===== config.mk =====
export PLATFORM = sky130hd
export DESIGN_NAME = mem_group_tracker
export DESIGN_NICKNAME = d
export VERILOG_FILES = /design/src/rtl/mgt_pkg.sv /design/src/rtl/mgt_occupancy.sv /design/src/rtl/mgt_group_slot.sv /design/src/rtl/mgt_dispatch_ctl.sv /design/src/rtl/mem_group_tracker.sv
export SDC_FILE = /design/constraint.sdc
export NUM_CORES = 1
export LEC_CHECK = 0
export BUFFER_PORTS_ARGS = -buffer_cell sky130_fd_sc_hd__buf_4
export CAP_MARGIN = 20
export CELL_PAD_IN_SITES_DETAIL_PLACEMENT = 1
export CELL_PAD_IN_SITES_GLOBAL_PLACEMENT = 2
export CORE_UTILIZATION = 44
export DETAILED_ROUTE_END_ITERATION = 12
export PLACE_DENSITY_LB_ADDON = 0.12
export SETUP_SLACK_MARGIN = 0.4
export SYNTH_ARGS = -nofsm -noshare
export SYNTH_HDL_FRONTEND = slang
export SYNTH_SLANG_ARGS = --single-unit

===== constraint.sdc =====
create_clock -name clk -period 22.6 [get_ports clk]
set_clock_uncertainty 0.2 [all_clocks]
set_input_delay 3.39 -clock clk [delete_from_list [all_inputs] [get_ports clk]]
set_output_delay 3.39 -clock clk [all_outputs]
set_load 0.02 [all_outputs]

===== src/rtl/mgt_pkg.sv =====
package mgt_pkg;
  typedef enum logic [1:0] {
    ST_OK      = 2'd0,
    ST_LQ_FULL = 2'd1,
    ST_SQ_FULL = 2'd2,
    ST_NO_SLOT = 2'd3
  } disp_status_e;
endpackage


===== src/rtl/mgt_occupancy.sv =====
module mgt_occupancy #(
  parameter int DEPTH = 16,
  parameter int CW    = $clog2(DEPTH + 1)
) (
  input  logic          clk,
  input  logic          rst_n,
  input  logic          inc,
  input  logic          dec,
  output logic [CW-1:0] count,
  output logic          full
);
  localparam logic [CW-1:0] CNT_MAX = CW'(DEPTH);

  logic [CW-1:0] cnt_q, cnt_d;
  logic          do_inc, do_dec, cnt_en;

  always_comb begin
    do_inc = inc && (cnt_q != CNT_MAX);
    do_dec = dec && (cnt_q != '0);
    cnt_en = do_inc ^ do_dec;
    cnt_d  = cnt_q;
    if (do_inc && !do_dec) cnt_d = cnt_q + CW'(1);
    if (do_dec && !do_inc) cnt_d = cnt_q - CW'(1);
  end

  always_ff @(posedge clk or negedge rst_n) begin
    if (!rst_n)      cnt_q <= '0;
    else if (cnt_en) cnt_q <= cnt_d;
  end

  assign count = cnt_q;
  assign full  = (cnt_q == CNT_MAX);
endmodule


===== src/rtl/mgt_group_slot.sv =====
module mgt_group_slot #(
  parameter int GID_W      = 8,
  parameter int IC_W       = 5,
  parameter int PC_W       = 4,
  parameter int NUM_GROUPS = 8
) (
  input  logic                  clk,
  input  logic                  rst_n,
  input  logic                  alloc,
  input  logic [GID_W-1:0]      alloc_gid,
  input  logic [NUM_GROUPS-1:0] alloc_preds,
  input  logic                  join_inc,
  input  logic                  start_inc,
  input  logic                  done_inc,
  input  logic [NUM_GROUPS-1:0] free_oh,
  output logic                  valid,
  output logic [GID_W-1:0]      gid,
  output logic                  started,
  output logic                  ready,
  output logic                  freeing
);
  logic                  valid_q, valid_d;
  logic [GID_W-1:0]      gid_q, gid_d;
  logic [IC_W-1:0]       inst_q, inst_d, start_q, start_d, done_q, done_d;
  logic [NUM_GROUPS-1:0] waits_q, waits_d;
  logic [PC_W-1:0]       pred_q, pred_d, pdone_q, pdone_d;
  logic                  pred_hit, slot_en;

  always_comb begin
    pred_hit = valid_q && ((free_oh & waits_q) != '0);
    freeing  = valid_q && done_inc && ((done_q + IC_W'(1)) == inst_q);
    slot_en  = alloc || join_inc || start_inc || done_inc || pred_hit;
    valid_d  = valid_q;
    gid_d    = gid_q;
    inst_d   = inst_q;
    start_d  = start_q;
    done_d   = done_q;
    waits_d  = waits_q;
    pred_d   = pred_q;
    pdone_d  = pdone_q;
    if (alloc) begin
      valid_d = 1'b1;
      gid_d   = alloc_gid;
      inst_d  = IC_W'(1);
      start_d = '0;
      done_d  = '0;
      waits_d = alloc_preds;
      pred_d  = PC_W'($countones(alloc_preds));
      pdone_d = '0;
    end else begin
      if (join_inc)  inst_d  = inst_q + IC_W'(1);
      if (start_inc) start_d = start_q + IC_W'(1);
      if (done_inc)  done_d  = done_q + IC_W'(1);
      if (pred_hit) begin
        pdone_d = pdone_q + PC_W'(1);
        waits_d = waits_q & ~free_oh;
      end
      if (freeing) valid_d = 1'b0;
    end
  end

  always_ff @(posedge clk or negedge rst_n) begin
    if (!rst_n) begin
      valid_q <= 1'b0;
      gid_q   <= '0;
      inst_q  <= '0;
      start_q <= '0;
      done_q  <= '0;
      waits_q <= '0;
      pred_q  <= '0;
      pdone_q <= '0;
    end else if (slot_en) begin
      valid_q <= valid_d;
      gid_q   <= gid_d;
      inst_q  <= inst_d;
      start_q <= start_d;
      done_q  <= done_d;
      waits_q <= waits_d;
      pred_q  <= pred_d;
      pdone_q <= pdone_d;
    end
  end

  assign valid   = valid_q;
  assign gid     = gid_q;
  assign started = (start_q != '0);
  assign ready   = valid_q && (pdone_q == pred_q);
endmodule


===== src/rtl/mgt_dispatch_ctl.sv =====
module mgt_dispatch_ctl #(
  parameter int GID_W = 8
) (
  input  logic             clk,
  input  logic             rst_n,
  input  logic             disp_load,
  input  logic             disp_store,
  input  logic             disp_barrier,
  input  logic             no_alias,
  input  logic             accept,
  input  logic             dom_started,
  input  logic             free_valid,
  input  logic [GID_W-1:0] free_gid,
  output logic             need_new,
  output logic [GID_W-1:0] offer_gid,
  output logic [GID_W-1:0] dom_gid,
  output logic [GID_W-1:0] dep_a,
  output logic [GID_W-1:0] dep_b,
  output logic [GID_W-1:0] dep_c
);
  localparam logic [GID_W-1:0] GID_NONE  = '0;
  localparam logic [GID_W-1:0] GID_FIRST = GID_W'(1);
  localparam logic [GID_W-1:0] GID_LAST  = '1;

  // ld: youngest load group, lb: load barrier, sg: store group, sb: store barrier
  logic [GID_W-1:0] ld_q, ld_d, lb_q, lb_d, sg_q, sg_d, sb_q, sb_d;
  logic [GID_W-1:0] next_q, next_d;
  logic             st_after_q, st_after_d;
  logic             load_opens, ctl_en;

  always_comb begin
    dom_gid    = (ld_q != GID_NONE) ? ld_q : lb_q;
    load_opens = disp_barrier || (dom_gid == GID_NONE) || (dom_gid == lb_q) ||
                 ((sg_q != GID_NONE) && st_after_q) || dom_started;
    need_new   = disp_store || load_opens;
    offer_gid  = need_new ? next_q : ld_q;
    if (disp_store) begin
      dep_a = dom_gid;
      dep_b = sb_q;
      dep_c = (sg_q != sb_q) ? sg_q : GID_NONE;
    end else begin
      dep_a = no_alias ? GID_NONE : sg_q;
      dep_b = disp_barrier ? dom_gid : lb_q;
      dep_c = GID_NONE;
    end
  end

  always_comb begin
    ctl_en     = accept || free_valid;
    ld_d       = ld_q;
    lb_d       = lb_q;
    sg_d       = sg_q;
    sb_d       = sb_q;
    st_after_d = st_after_q;
    next_d     = next_q;
    if (free_valid) begin
      if (ld_q == free_gid) ld_d = GID_NONE;
      if (lb_q == free_gid) lb_d = GID_NONE;
      if (sg_q == free_gid) sg_d = GID_NONE;
      if (sb_q == free_gid) sb_d = GID_NONE;
    end
    if (accept) begin
      if (disp_store) begin
        sg_d       = next_q;
        st_after_d = 1'b1;
        if (disp_barrier) sb_d = next_q;
        if (disp_load) begin
          ld_d = next_q;
          if (disp_barrier) lb_d = next_q;
        end
      end else if (load_opens) begin
        ld_d       = next_q;
        st_after_d = 1'b0;
        if (disp_barrier) lb_d = next_q;
      end
      if (need_new) next_d = (next_q == GID_LAST) ? GID_FIRST : next_q + GID_W'(1);
    end
  end

  always_ff @(posedge clk or negedge rst_n) begin
    if (!rst_n) begin
      ld_q       <= GID_NONE;
      lb_q       <= GID_NONE;
      sg_q       <= GID_NONE;
      sb_q       <= GID_NONE;
      st_after_q <= 1'b0;
      next_q     <= GID_FIRST;
    end else if (ctl_en) begin
      ld_q       <= ld_d;
      lb_q       <= lb_d;
      sg_q       <= sg_d;
      sb_q       <= sb_d;
      st_after_q <= st_after_d;
      next_q     <= next_d;
    end
  end
endmodule


===== src/rtl/mem_group_tracker.sv =====
module mem_group_tracker #(
  parameter int LQ_DEPTH   = 16,
  parameter int SQ_DEPTH   = 12,
  parameter int NUM_GROUPS = 8,
  parameter int GID_W      = 8,
  parameter int LQ_CW      = $clog2(LQ_DEPTH + 1),
  parameter int SQ_CW      = $clog2(SQ_DEPTH + 1)
) (
  input  logic             clk,
  input  logic             rst_n,
  input  logic             disp_valid,
  input  logic             disp_load,
  input  logic             disp_store,
  input  logic             disp_barrier,
  input  logic             no_alias,
  output logic [1:0]       disp_status,
  output logic [GID_W-1:0] disp_gid,
  input  logic             exec_start_valid,
  input  logic [GID_W-1:0] exec_start_gid,
  input  logic             exec_done_valid,
  input  logic [GID_W-1:0] exec_done_gid,
  input  logic             retire_valid,
  input  logic             retire_load,
  input  logic             retire_store,
  input  logic [GID_W-1:0] query_gid,
  output logic             query_hit,
  output logic             issue_ready,
  output logic [LQ_CW-1:0] lq_count,
  output logic [SQ_CW-1:0] sq_count
);
  import mgt_pkg::*;

  localparam int IC_W = $clog2(LQ_DEPTH + SQ_DEPTH + 1);
  localparam int PC_W = $clog2(NUM_GROUPS + 1);

  // reset: asserted asynchronously, released on the clock
  logic rst_meta_q, rst_core_n;
  always_ff @(posedge clk or negedge rst_n) begin
    if (!rst_n) begin
      rst_meta_q <= 1'b0;
      rst_core_n <= 1'b0;
    end else begin
      rst_meta_q <= 1'b1;
      rst_core_n <= rst_meta_q;
    end
  end

  logic                  slot_valid [NUM_GROUPS];
  logic [GID_W-1:0]      slot_gid   [NUM_GROUPS];
  logic                  slot_started [NUM_GROUPS];
  logic                  slot_ready [NUM_GROUPS];
  logic [NUM_GROUPS-1:0] freeing, alloc_oh, pred_sel, start_hit;
  logic                  need_new, dom_started, accept, slot_avail;
  logic                  lq_full, sq_full;
  logic [GID_W-1:0]      offer_gid, dom_gid, dep_a, dep_b, dep_c;
  disp_status_e          status;

  always_comb begin
    alloc_oh   = '0;
    slot_avail = 1'b0;
    for (int i = NUM_GROUPS - 1; i >= 0; i--) begin
      if (!slot_valid[i]) begin
        alloc_oh    = '0;
        alloc_oh[i] = 1'b1;
        slot_avail  = 1'b1;
      end
    end
  end

  always_comb begin
    dom_started = 1'b0;
    query_hit   = 1'b0;
    issue_ready = 1'b0;
    for (int i = 0; i < NUM_GROUPS; i++) begin
      if (slot_valid[i] && (slot_gid[i] == dom_gid) && (slot_started[i] || start_hit[i]))
        dom_started = 1'b1;
      if (slot_valid[i] && (slot_gid[i] == query_gid)) begin
        query_hit   = 1'b1;
        issue_ready = slot_ready[i];
      end
    end
  end

  always_comb begin
    if (disp_load && lq_full)        status = ST_LQ_FULL;
    else if (disp_store && sq_full)  status = ST_SQ_FULL;
    else if (need_new && !slot_avail && (disp_load || disp_store)) status = ST_NO_SLOT;
    else                             status = ST_OK;
    accept = disp_valid && (disp_load || disp_store) && (status == ST_OK);
  end

  assign disp_status = status;
  assign disp_gid    = offer_gid;

  mgt_dispatch_ctl #(.GID_W(GID_W)) u_ctl (
    .clk         (clk),
    .rst_n       (rst_core_n),
    .disp_load   (disp_load),
    .disp_store  (disp_store),
    .disp_barrier(disp_barrier),
    .no_alias    (no_alias),
    .accept      (accept),
    .dom_started (dom_started),
    .free_valid  (|freeing),
    .free_gid    (exec_done_gid),
    .need_new    (need_new),
    .offer_gid   (offer_gid),
    .dom_gid     (dom_gid),
    .dep_a       (dep_a),
    .dep_b       (dep_b),
    .dep_c       (dep_c)
  );

  for (genvar i = 0; i < NUM_GROUPS; i++) begin : g_slot
    logic in_use, done_hit, join_hit;
    assign in_use       = slot_valid[i];
    assign start_hit[i] = exec_start_valid && in_use && (slot_gid[i] == exec_start_gid);
    assign done_hit     = exec_done_valid && in_use && (slot_gid[i] == exec_done_gid);
    assign join_hit     = accept && !need_new && in_use && (slot_gid[i] == offer_gid);
    assign pred_sel[i]  = in_use && !freeing[i] &&
                          ((slot_gid[i] == dep_a) || (slot_gid[i] == dep_b) ||
                           (slot_gid[i] == dep_c));

    mgt_group_slot #(
      .GID_W(GID_W), .IC_W(IC_W), .PC_W(PC_W), .NUM_GROUPS(NUM_GROUPS)
    ) u_slot (
      .clk        (clk),
      .rst_n      (rst_core_n),
      .alloc      (accept && need_new && alloc_oh[i]),
      .alloc_gid  (offer_gid),
      .alloc_preds(pred_sel),
      .join_inc   (join_hit),
      .start_inc  (start_hit[i]),
      .done_inc   (done_hit),
      .free_oh    (freeing),
      .valid      (slot_valid[i]),
      .gid        (slot_gid[i]),
      .started    (slot_started[i]),
      .ready      (slot_ready[i]),
      .freeing    (freeing[i])
    );
  end

  mgt_occupancy #(.DEPTH(LQ_DEPTH), .CW(LQ_CW)) u_lq (
    .clk  (clk),
    .rst_n(rst_core_n),
    .inc  (accept && disp_load),
    .dec  (retire_valid && retire_load),
    .count(lq_count),
    .full (lq_full)
  );

  mgt_occupancy #(.DEPTH(SQ_DEPTH), .CW(SQ_CW)) u_sq (
    .clk  (clk),
    .rst_n(rst_core_n),
    .inc  (accept && disp_store),
    .dec  (retire_valid && retire_store),
    .count(sq_count),
    .full (sq_full)
  );
endmodule


==> reports/results.tsv <==
metric	value	unit
ys_dominant_reg_cell	dfrtp_1	
crit_required	19010	ps
syn_nets	3041	
path_max_fanout	18	
cts_tree	done	
synth_top_family_by_area	XOR/XNOR gates	
die_area	60500	um2
die_h	246	um
synthTopCellsByArea	dfrtp_1 35%, xnor2_1 12%, xor2_1 11%	
clkTransAtPathRegs	60	ps
cts_buffer_depth	3	
yosys.area_share.simple	0.187	
fin_nets	3064	
cts_setup_buffers	0	
cp-start-kind	input port	
grt-ovfl-total	0	
grt_antenna_before_repair	4	
area_growth	11.8	%
clk_latency	600	ps
drive_gt1_frac	0.111	
fin_crit	11170	ps
synth_edf_count	0	
ir_worst_vdd	0.0742	mV
maxCapViolCount	0	
powerDensity	134	nW/um2
final_util	0.497	
clockRootBuffer	clkbuf_16	
crit_path_end_kind	output port	
synthCells	2947	
ys_types	77	
hold_path_class	flip-flop to async pin	
firstDrtPassIters	7	
synthAdderAreaFrac	0.0289	
yosys.area.top_type	dfrtp_1	
tightest_slew	1170	ps
drt_iter0_drc	2521	
slew_viol_final	0	
synth_warnings	0	
postLayoutCellArea	29300	um2
drc	0	
slew_headroom	0.195	
num_vias	23900	
wl	110000	um
hpwlAfterDp	78800	um
finalSetupViolations	0	
post_drt_wl_per_cell	29.1	um
cts.sink_count	372	
die_w	246	um
crit_type	input port to output port	
status	finished clean	
core	58900	um2
cp_data_arrival_time	7580	ps
ys_async_sr_fraction	1.00	
start_util	0.444	
post_cts_resized	0	
htreeDepth	2	
drtAntennaViolNets	0	
post_synth_xor_area_fraction	0.230	
syn_avg_cell_area	8.88	um2
num-fill-cells	6757	
cts_buffers	45	
synth_seq_cells	372	
rsz0062_at_grt	no	
fin_crit_sh	0.494	
finalWorstSetupSlack	11430	ps
hold_viol_final	0	
portBuffers	56	
synth_top_area_share	0.355	
io_pins	57	
track_usage	0.365	
fin_tns_setup	0	ps
cellLeakagePower	0.0127	uW
muxShareOfSynthArea	0.0317	
grt_pass1_wl	163000	um
cts_hold_buffers	0	
synth_area	26200	um2
dp_slack	11520	ps
max_freq	0.0895	GHz
globalplace.congestion	1.12	
drt-vias-per-instance	6.32	
grt_pass1_vias	24400	
synth_compound_area_frac	0.121	
layout_common_cells	370 x dfrtp_1, 365 x xnor2_1, 323 x xor2_1	
row_count	89	
synth_seq_area_share	0.356	
grt_max_degree	76	
placed_cell_area	27800	um2
final_common_cell	dfrtp_1	
==> synth_stat cells (42+ instances only) <==
master and number:
nand2_1 261, clkbuf_1 140, dfrtp_1 371, nor4_1 88, o21ai_0 88, mux2i_1 59
a22o_1 55, inv_1 71, nand4_1 67, nor2_1 263, ha_1 54, a21oi_1 119
buf_2 42, nand3_1 106, xnor2_1 365, xor2_1 323
==> layout make-up <==
class                   count  area, um2  share of cell area
diodes                      1       2.50           0.0000855
clock buffers              67       1300              0.0444
clock inverters            14        146             0.00500
inverters                  74        278             0.00949
multi-input cells        2279      15800               0.539
flip-flops and latches    372       9310               0.318
well taps                 773        967              0.0330
repair buffers            198       1490              0.0509
==> registers in the layout, indices dropped and copies added (netlist names), 4 cells and up <==
name,count
u_sq.count,4
u_ctl.sg_q,8
g_slot.u_slot.start_q,40
g_slot.u_slot.done_q,40
g_slot.u_slot.waits_q,64
u_ctl.ld_q,8
u_ctl.sb_q,8
g_slot.u_slot.pdone_q,32
u_lq.count,5
g_slot.u_slot.gid,64
g_slot.u_slot.valid,8
g_slot.u_slot.pred_q,32
g_slot.u_slot.inst_q,40
u_ctl.lb_q,8
u_ctl.next_q,8
==> metal layers <==
layer	vias up	GRT usage	wire length [um]
met5	-	0	11
met2	1173	0.535	46300
li1	10300	-	-
met4	2	0.153	5110
met3	318	0.104	12000
met1	12100	0.501	46700
==> worst paths after layout <==
| path | slack, ps | cells past startpoint | start | end |
|---|---|---|---|---|
| max in group asynchronous | 19740 | 1 | rst_n | rst_core_n$_DFF_PN0_ |
| worst min-delay path | 110 | 0 | rst_core_n$_DFF_PN0_ | g_slot[1].u_slot.pred_q[3]$_DFFE_PN0P_ |
| worst min register to register | 110 | 0 | rst_core_n$_DFF_PN0_ | g_slot[1].u_slot.pred_q[3]$_DFFE_PN0P_ |
| worst max register to register | 15340 | 15 | u_ctl.ld_q[7]$_DFFE_PN0P_ | g_slot[7].u_slot.pred_q[2]$_DFFE_PN0P_ |
| min in group clk | 160 | 0 | rst_meta_q$_DFF_PN0_ | rst_core_n$_DFF_PN0_ |
| worst max-delay path | 11430 | 12 | exec_start_gid[1] | disp_gid[4] |
==> per-stage QoR <==
step | instances | hold WS [ps] | power [uW]
2_1_floorplan | 2947 | 131 | 2290
3_3_place_gp | 3688 | 139 | 3040
3_5_place_dp | 3691 | 138 | 3110
5_1_grt | 3777 | 169 | 4060
4_1_cts | 3772 | 146 | 3850
6_report | 3778 | 110 | 3930
==> cell families (layout without fill, tap and decap cells) <==
kind of cell             after synthesis  count (layout)
AND/OR/NAND/NOR                      985             985
XOR/XNOR                             688             688
AO/OA/AOI/OAI                        468             468
flip-flops                           372             372
buffers and inverters                296             353
multiplexers                          79              79
adder cells (fa/ha/maj)               58              58
other                                  1               2
==> critical path: stages <==
cell and delay, ps:
buf_4 170, xor2_1 160, nor4_1 330, nand4_1 150, nor4_1 720, o2111ai_1 290, and4b_1 310, nand4_1 100
buf_4 340, mux2i_1 1000, inv_1 330, buf_4 270
==> report_power, final <==
part	total, uW	switching [uW]	leakage (uW)	internal, uW
Combinational	2120	1360	0.00711	764
Clock	734	312	0.000718	422
Sequential	1070	268	0.00491	805
Total	3930	1940	0.0127	1990
(Power assumes the default switching activity.)
